==> config.mk <==
export PLATFORM = sky130hd
export DESIGN_NAME = pin_debouncer
export DESIGN_NICKNAME = d
export VERILOG_FILES = /design/src/rtl/pin_debouncer_pkg.sv /design/src/rtl/pin_debouncer_ctrl.sv /design/src/rtl/pin_debouncer_cell.sv /design/src/rtl/pin_debouncer_dp.sv /design/src/rtl/pin_debouncer.sv
export SDC_FILE = /design/constraint.sdc
export NUM_CORES = 1
export LEC_CHECK = 0
export BUFFER_PORTS_ARGS = -buffer_cell sky130_fd_sc_hd__buf_2
export CAP_MARGIN = 5
export CORE_MARGIN = 5
export CORE_UTILIZATION = 55
export DETAILED_ROUTE_END_ITERATION = 8
export PLACE_DENSITY = 0.77
export SYNTH_ARGS = -nofsm -noshare
export SYNTH_HDL_FRONTEND = slang
export SYNTH_SLANG_ARGS = --single-unit
==> constraint.sdc <==
create_clock -name clk -period 3 [get_ports clk]
set_input_delay 0.15 -clock clk [delete_from_list [all_inputs] [get_ports clk]]
set_output_delay 0.15 -clock clk [all_outputs]
set_load 0.02 [all_outputs]
==> src/rtl/pin_debouncer_pkg.sv <==
package pin_debouncer_pkg;
  // Strobes from the register decoder to the filter datapath
  typedef struct packed {
    logic tick;      // millisecond strobe
    logic limitWr;   // load the shared count
    logic enMaskWr;  // masked update of the per-pin enables
  } dbStrobe_t;
endpackage

==> src/rtl/pin_debouncer_ctrl.sv <==
module pin_debouncer_ctrl
  import pin_debouncer_pkg::*;
#(
  parameter int ADDR_W = 8,
  parameter logic [ADDR_W-1:0] CNT_ADDR  = 8'hF0,
  parameter logic [ADDR_W-1:0] MASK_ADDR = 8'hB0
) (
  input  logic              msTick,
  input  logic              regWrEn,
  input  logic [ADDR_W-1:0] regAddr,
  output dbStrobe_t         strobe
);
  always_comb begin
    strobe.tick     = msTick;
    strobe.limitWr  = regWrEn && (regAddr == CNT_ADDR);
    strobe.enMaskWr = regWrEn && (regAddr == MASK_ADDR);
  end
endmodule

==> src/rtl/pin_debouncer_cell.sv <==
module pin_debouncer_cell #(
  parameter int CNT_W = 8
) (
  input  logic             clk,
  input  logic             rstN,
  input  logic             rawIn,
  input  logic             enable,
  input  logic [CNT_W-1:0] limit,
  input  logic             tick,
  output logic             heldVal,
  output logic             pinOut
);
  logic [CNT_W-1:0] tickCnt;
  logic             active;
  logic             reached;

  assign active  = enable && (limit != '0);
  assign reached = ({1'b0, tickCnt} + 1'b1) >= {1'b0, limit};

  always_ff @(posedge clk) begin
    if (!rstN) begin
      heldVal <= rawIn;
      tickCnt <= '0;
    end else if (!active) begin
      heldVal <= rawIn;
      tickCnt <= '0;
    end else if (rawIn == heldVal) begin
      tickCnt <= '0;
    end else if (tick) begin
      if (reached) begin
        heldVal <= rawIn;
        tickCnt <= '0;
      end else begin
        tickCnt <= tickCnt + 1'b1;
      end
    end
  end

  assign pinOut = active ? heldVal : rawIn;
endmodule

==> src/rtl/pin_debouncer_dp.sv <==
module pin_debouncer_dp
  import pin_debouncer_pkg::*;
#(
  parameter int PINS   = 8,
  parameter int CNT_W  = 8,
  parameter int DATA_W = 16
) (
  input  logic              clk,
  input  logic              rstN,
  input  dbStrobe_t         strobe,
  input  logic [DATA_W-1:0] regWrData,
  input  logic [PINS-1:0]   pinIn,
  output logic [PINS-1:0]   enable,
  output logic [CNT_W-1:0]  limit,
  output logic [PINS-1:0]   heldVal,
  output logic [PINS-1:0]   pinOut
);
  localparam int WEN_LSB = PINS;

  always_ff @(posedge clk) begin
    if (!rstN) begin
      limit <= '0;
    end else if (strobe.limitWr) begin
      limit <= regWrData[CNT_W-1:0];
    end
  end

  for (genvar i = 0; i < PINS; i++) begin : g_pin
    always_ff @(posedge clk) begin
      if (!rstN) begin
        enable[i] <= 1'b0;
      end else if (strobe.enMaskWr && regWrData[WEN_LSB+i]) begin
        enable[i] <= regWrData[i];
      end
    end

    pin_debouncer_cell #(.CNT_W(CNT_W)) u_cell (
      .clk    (clk),
      .rstN   (rstN),
      .rawIn  (pinIn[i]),
      .enable (enable[i]),
      .limit  (limit),
      .tick   (strobe.tick),
      .heldVal(heldVal[i]),
      .pinOut (pinOut[i])
    );
  end
endmodule

==> src/rtl/pin_debouncer.sv <==
module pin_debouncer
  import pin_debouncer_pkg::*;
#(
  parameter int PINS   = 8,
  parameter int CNT_W  = 8,
  parameter int ADDR_W = 8,
  parameter int DATA_W = 16,
  parameter logic [ADDR_W-1:0] UPPER_OFFSET = 8'h80,
  parameter logic [ADDR_W-1:0] CNT_ADDR     = 8'hF0
) (
  input  logic              clk,
  input  logic              rstN,
  input  logic [PINS-1:0]   pinIn,
  input  logic              msTick,
  input  logic              regWrEn,
  input  logic [ADDR_W-1:0] regAddr,
  input  logic [DATA_W-1:0] regWrData,
  output logic [PINS-1:0]   pinOut
);
  localparam logic [ADDR_W-1:0] MASK_ADDR = UPPER_OFFSET + ADDR_W'(8'h30);

  dbStrobe_t         strobe;
  logic [PINS-1:0]   enable;
  logic [CNT_W-1:0]  limit;
  logic [PINS-1:0]   heldVal;

  pin_debouncer_ctrl #(
    .ADDR_W(ADDR_W), .CNT_ADDR(CNT_ADDR), .MASK_ADDR(MASK_ADDR)
  ) u_ctrl (
    .msTick (msTick),
    .regWrEn(regWrEn),
    .regAddr(regAddr),
    .strobe (strobe)
  );

  pin_debouncer_dp #(
    .PINS(PINS), .CNT_W(CNT_W), .DATA_W(DATA_W)
  ) u_dp (
    .clk      (clk),
    .rstN     (rstN),
    .strobe   (strobe),
    .regWrData(regWrData),
    .pinIn    (pinIn),
    .enable   (enable),
    .limit    (limit),
    .heldVal  (heldVal),
    .pinOut   (pinOut)
  );
endmodule

# Word level (Yosys, flattened, before mapping)
# Cells that the tools add are included.
# Widths: inputs -> output; s select.
dict set report totals {
  regBits 88
  input_bits 36
  out_inout_bits 8
  wordCells 183
}
dict set report op_classes {
  n_addsub 16
  magnitude_cmp 8
  n_eq_ne 34
  mux 56
  bitwise 9
  n_reduce_logical 35
}
# operator n
set ops {}
lappend ops {{$add 8x1->9 const B} 8}
lappend ops {{$ge 9x8->1} 8}
lappend ops {{$add 8x1->8 const B} 8}
lappend ops {{$mux 8} 8}
lappend ops {{$mux 1} 48}
lappend ops {{$ne 3x3->1 const B} 16}
lappend ops {{$ne 3x2->1 const B} 8}
lappend ops {{$reduce_and 3->1} 8}
lappend ops {{$reduce_or 3->1} 8}
lappend ops {{$logic_and 1x1->1} 18}
lappend ops {{$eq 8x8->1 const B} 2}
lappend ops {{$not 1->1} 9}
lappend ops {{$eq 1x1->1} 8}
lappend ops {{$reduce_bool 8->1} 1}

# Logic depth before layout (Yosys ltp)
dict set report depth {
  ltp_word 7
  mapped_depth 13
  ltp_nobuf 13
}

# Hierarchy
# Synthesis repeated with hierarchy kept, for this count alone.
dict set report hier_totals {
  hier_cells 818
  area_unflattened_um2 6341.1
}
# mod n_inst cells_each area_each_um2 seq_area_each_um2
set modules_own_cells {}
lappend modules_own_cells {pin_debouncer_cell 8 93 705.7 190.2}
lappend modules_own_cells {pin_debouncer_dp 1 68 651.9 320.3}
lappend modules_own_cells {pin_debouncer_ctrl 1 6 43.8 0.0}

# Worst setup path before layout
# Ideal clock, no wire load.
dict set report synth_path {
  path_kind {reg-to-reg}
  startpoint {reg u_dp.g_pin[1].u_cell.tickCnt[0]}
  endpoint {reg u_dp.g_pin[1].u_cell.tickCnt[6]}
  setup_ns 0.082
  arrival_time_ns 2.688
  t_required_ns 2.918
  path_slack_ns 0.229
  path_stages_with_launch 14
  n_path_buf 0
  period_less_slack_ns 2.771
  cell_sequence {dfxtp_1 ha_1 nand3_1 inv_1 nand3_1 or2_2 nand2_1 ha_1 a211o_1 a21oi_2 o221ai_2 a311o_1 or2_1 o221ai_1}
}
dict set report synth_between {
  elab_chain_len 3
  elab_cells_between_ends 4
  cone_classes {add/sub (2); order compare (1); mux (1)}
}
# item line_no
set synth_lines {}
lappend synth_lines {{start, declared} pin_debouncer_cell.sv:13} ;# logic [CNT_W-1:0] tickCnt;
lappend synth_lines {{start signal, assigned} pin_debouncer_cell.sv:34} ;# tickCnt <= tickCnt + 1'b1;
lappend synth_lines {{$add 8x1->9} pin_debouncer_cell.sv:18} ;# assign reached = ({1'b0, tickCnt} + 1'b1) >= {1'b0, limit};
lappend synth_lines {{$ge 9x8->1} pin_debouncer_cell.sv:18}
lappend synth_lines {{$mux 8 *} pin_debouncer_cell.sv:30} ;# if (reached) begin
# Every way passes the cells marked *; elsewhere a longest branch is shown, timed or not.
# A chain may end at the register's enable or synchronous reset.

# Worst setup path after layout
dict set report layout_path {
  startpoint {reg u_dp.g_pin[1].u_cell.tickCnt[1]}
  endpoint {reg u_dp.g_pin[1].u_cell.tickCnt[6]}
}
# The elaborated chain is that of the path after synthesis.

==> impl_metrics.yaml <==
status:
  status: "completed"
detailed_routing:
  routed_wirelength_um: 14900
  drt-wirelength-per-cell_um: 16.2
  postRouteAntennaNets: 0
  route.detailed.drc: 0
  vias: 5585
  drt_iter0_drc: 334
  via_per_inst: 6.06
  dr.pass1.iters: 5
timing:
  fin_worst_skew_ns: 0.0102
  slew_viol_final: 0
  finalSetupViolCount: 0
  tns_ns: 0
  period_needed_ns: 2.85
  tightestPinTransition_ns: 0.605
  fmaxAchievable_mhz: 350
  period_share_pct: 95.1
  maxSlewHeadroom_pct: 59.7
  hold_violations: 0
setup_path:
  slowest_delay_ns: 0.36
  critPathLaunchType: "flip-flop"
  r2r_end: "u_dp.g_pin[1].u_cell.tickCnt[6]"
  r2r-start: "u_dp.g_pin[1].u_cell.tickCnt[1]"
  rr_worst_depth: 13
  reg2reg_slack_ns: 0.15
  required_ns: 3.28
  path_cells: "ha_1 > nand3_1 > inv_1 > nand3_1 > or2_2 > nand2_1 > ha_1 > a211o_1 > a21oi_2 > o221ai_2 > a311o_1 > or2_1 > o221ai_1"
  arrival_ns: 3.14
  crit_type: "flip-flop to flip-flop"
  path_max_fanout: 5
  worstSetupEndpointType: "flip-flop"
  cp_slowest_cell: "dfxtp_2"
place:
  dp_hpwl_um: 10800
  gp_congestion: 0.849
  port_buffers: 43
global_route:
  grt_pass1_vias: 5504
  gr-total-overflow: 0
  grt_pass1_wl_um: 25400
  antenna_found_initial: 0
  grt_util_all_layers_pct: 23.5
  grt_start_max_net_pins: 52
finish:
  final_core_utilization_pct: 62.6
  area_growth_pct: 11.8
  nets: 884
  antenna_cells: 0
  drive_above_1_share_pct: 15.4
synthesis:
  yosysTopAreaCell: "dfxtp_1"
  synth_edf_count: 8
  postSynth.asyncResetShare_pct: 0
  synth_area_leaders: "dfxtp_1 (26%), ha_1 (15%), nand2_1 (6.6%), nand3_1 (6.1%), xor2_1 (4.0%)"
  synth_top_area_share_pct: 26.4
  syn_nets: 831
  synth_area_per_cell_sq_um: 8.40
  syn-instance-count: 723
  yosys_warnings: 0
  ys_seq_area_share_pct: 30.3
  ys_ff_latch: 88
  synth_ff_type: "dfxtp_1"
  syn_area_sq_um: 6070
  synth_cell_type_count: 58
floorplan:
  dieArea_sq_um: 13200
  fp.coreArea_sq_um: 10800
  die_w_um: 115
  dieHeight_um: 115
  initial_core_util_pct: 56.0
  io_pins: 44
  rows: 38
power:
  p_leak_nw: 2.80
  switching_share_pct: 26.1
  p_sw_mw: 0.548
  p_clk_share_pct: 37.8
  p_int_mw: 1.55
  p_comb_share_pct: 5.3
  pwr-share-seq_pct: 56.9
  p_per_area_nw_per_um2: 309
  peakVddDrop_v: 0.000335
clock_tree:
  path_clk_slew_ns: 0.09
  h-tree-depth: 3
  cts_buffers: 9
  clk_latency_ns: 0.37
  cts.sinks: 88
  cts_buffer_depth: 2
  ctsRootBufferMaster: "clkbuf_8"
  cts_tree: "built"
hold_path:
  worstHoldPathType: "input port to flip-flop"
  min_delay_path_depth: 1
  worstHoldEndpoint: "u_dp.g_pin[0].u_cell.heldVal"
  hold_start: "pinIn[0]"
run:
  maxCapViolCount: 0
## kinds of logic (layout without fill, tap and decap cells)
group,after synthesis,count (layout),share of synthesized area (%)
simple gates,297,297,23.8
flops,88,88,30.3
fa+ha+maj,72,72,14.8
xor+xnor,54,54,7.79
mux,20,20,3.46
buf+inv,46,104,3.44
compound gates,146,146,16.3
## Yosys cell counts (4+ instances only)
cell type and count:
a211oi_1 5, a21o_1 11, a21oi_1 46, a22o_1 9, a31oi_1 16, a32o_1 4
and2_1 4, and3_1 14, buf_1 4, buf_2 5, buf_4 8, clkbuf_1 12
dfxtp_1 80, edfxtp_1 8, ha_1 72, inv_1 16, mux2_2 8, mux2i_1 12
nand2_1 107, nand2b_1 9, nand3_1 74, nand3b_1 11, nand4_1 4, nand4b_1 7
nor2_1 31, nor2b_1 4, nor3_1 14, nor4_1 5, o211ai_1 10, o21ai_0 12
o21ai_1 4, xnor2_1 26, xor2_1 28
## repair_timing
| action | CTS | global route |
|---|---|---|
| hold buffers | 6 | 0 |
| endpoints found under the setup margin | 0 | 49 |
| hold endpoints to repair | 6 | 0 |
| resized for setup | 0 | 26 |
| setup buffers | 0 | 4 |
## critical path, delay by kind of cell, from the launching register on
kind                     cells  cell delay (ns)
adder cells (fa/ha/maj)      2             0.43
buffers and inverters        1             0.07
AND/OR/NAND/NOR              5             0.84
AO/OA/AOI/OAI                5             1.06
flip-flops                   1             0.36
## worst max-delay path by stage
| stage | to | cells after the start | slack (ns) | startpoint |
|---|---|---|---|---|
| after floorplan | u_dp.g_pin[1].u_cell.tickCnt[6] | 13 | 0.23 | u_dp.g_pin[1].u_cell.tickCnt[0] |
| after global placement | u_dp.g_pin[0].u_cell.tickCnt[4] | 10 | 0.15 | u_dp.g_pin[0].u_cell.tickCnt[2] |
| after detailed placement | u_dp.g_pin[0].u_cell.tickCnt[4] | 10 | 0.05 | u_dp.g_pin[0].u_cell.tickCnt[2] |
| after CTS | u_dp.g_pin[0].u_cell.tickCnt[4] | 10 | 0.03 | u_dp.g_pin[0].u_cell.tickCnt[2] |
| after global routing | u_dp.g_pin[0].u_cell.tickCnt[4] | 10 | -0.01 | u_dp.g_pin[0].u_cell.tickCnt[2] |
| final | u_dp.g_pin[1].u_cell.tickCnt[6] | 13 | 0.15 | u_dp.g_pin[1].u_cell.tickCnt[1] |
## per-stage QoR
step | area (sq um) | worst slack [ns] | hold slack [ns] | power, mW | instances
floorplan | 6070 | 0.229 | 0.249 | 1.28 | 723
finish | 6790 | 0.146 | 0.0190 | 2.10 | 921
CTS | 6690 | 0.0304 | 0.00199 | 2.12 | 916
global route | 6790 | -0.0102 | 0.00610 | 2.17 | 921
detailed placement | 6440 | 0.0477 | 0.369 | 1.32 | 894
global placement | 6440 | 0.155 | 0.362 | 1.32 | 894
## per-layer routing
metal / track usage, % / up-vias / wire length (um)
met2: 41.2 / 138 / 7470
li1: - / 2749 / -
met3: 3.68 / 29 / 663
met1: 29.2 / 2669 / 6440
met4: 8.14 / 0 / 365
met5: 0 / - / 0
## cells in the final DEF, fill, tap and decap left out, types with 9 or more instances in the layout
master	n
buf_4	21
nor3_1	14
nand2b_1	9
inv_1	16
buf_2	44
nand3_1	71
mux2i_1	12
a22o_1	9
a21oi_1	46
ha_1	70
and3_1	14
nand3b_1	11
xnor2_1	26
nand2_1	107
dfxtp_1	70
clkbuf_8	9
xor2_1	28
a21o_1	11
nor2_1	27
dfxtp_2	9
o21ai_0	11
a31oi_1	16
o211ai_1	10
## registers in the layout (all words and copies together), names as in the netlist
signal                     count
u_dp.limit                     8
u_dp.enable                    8
u_dp.g_pin.u_cell.tickCnt     64
u_dp.g_pin.u_cell.heldVal      8
## area by class of cell
type                       count  area (sq um)
timing repair buffer          71           438
multi-input combinational    589          4070
clock inverter                 7          60.1
inverter                      17          63.8
clock buffer                   9           124
tap                          140           175
fill                         933          4050
sequential                    88          1860
## power groups by stage
stage               clock network, mW  registers [mW]  logic [mW]
global route                    0.856            1.19       0.121
global placement                    0            1.22      0.0996
CTS                             0.816            1.19       0.109
finish                          0.793            1.19       0.111
floorplan                           0            1.22      0.0632
detailed placement                  0            1.22       0.103
Note: power is estimated with default switching activity, not from simulation.
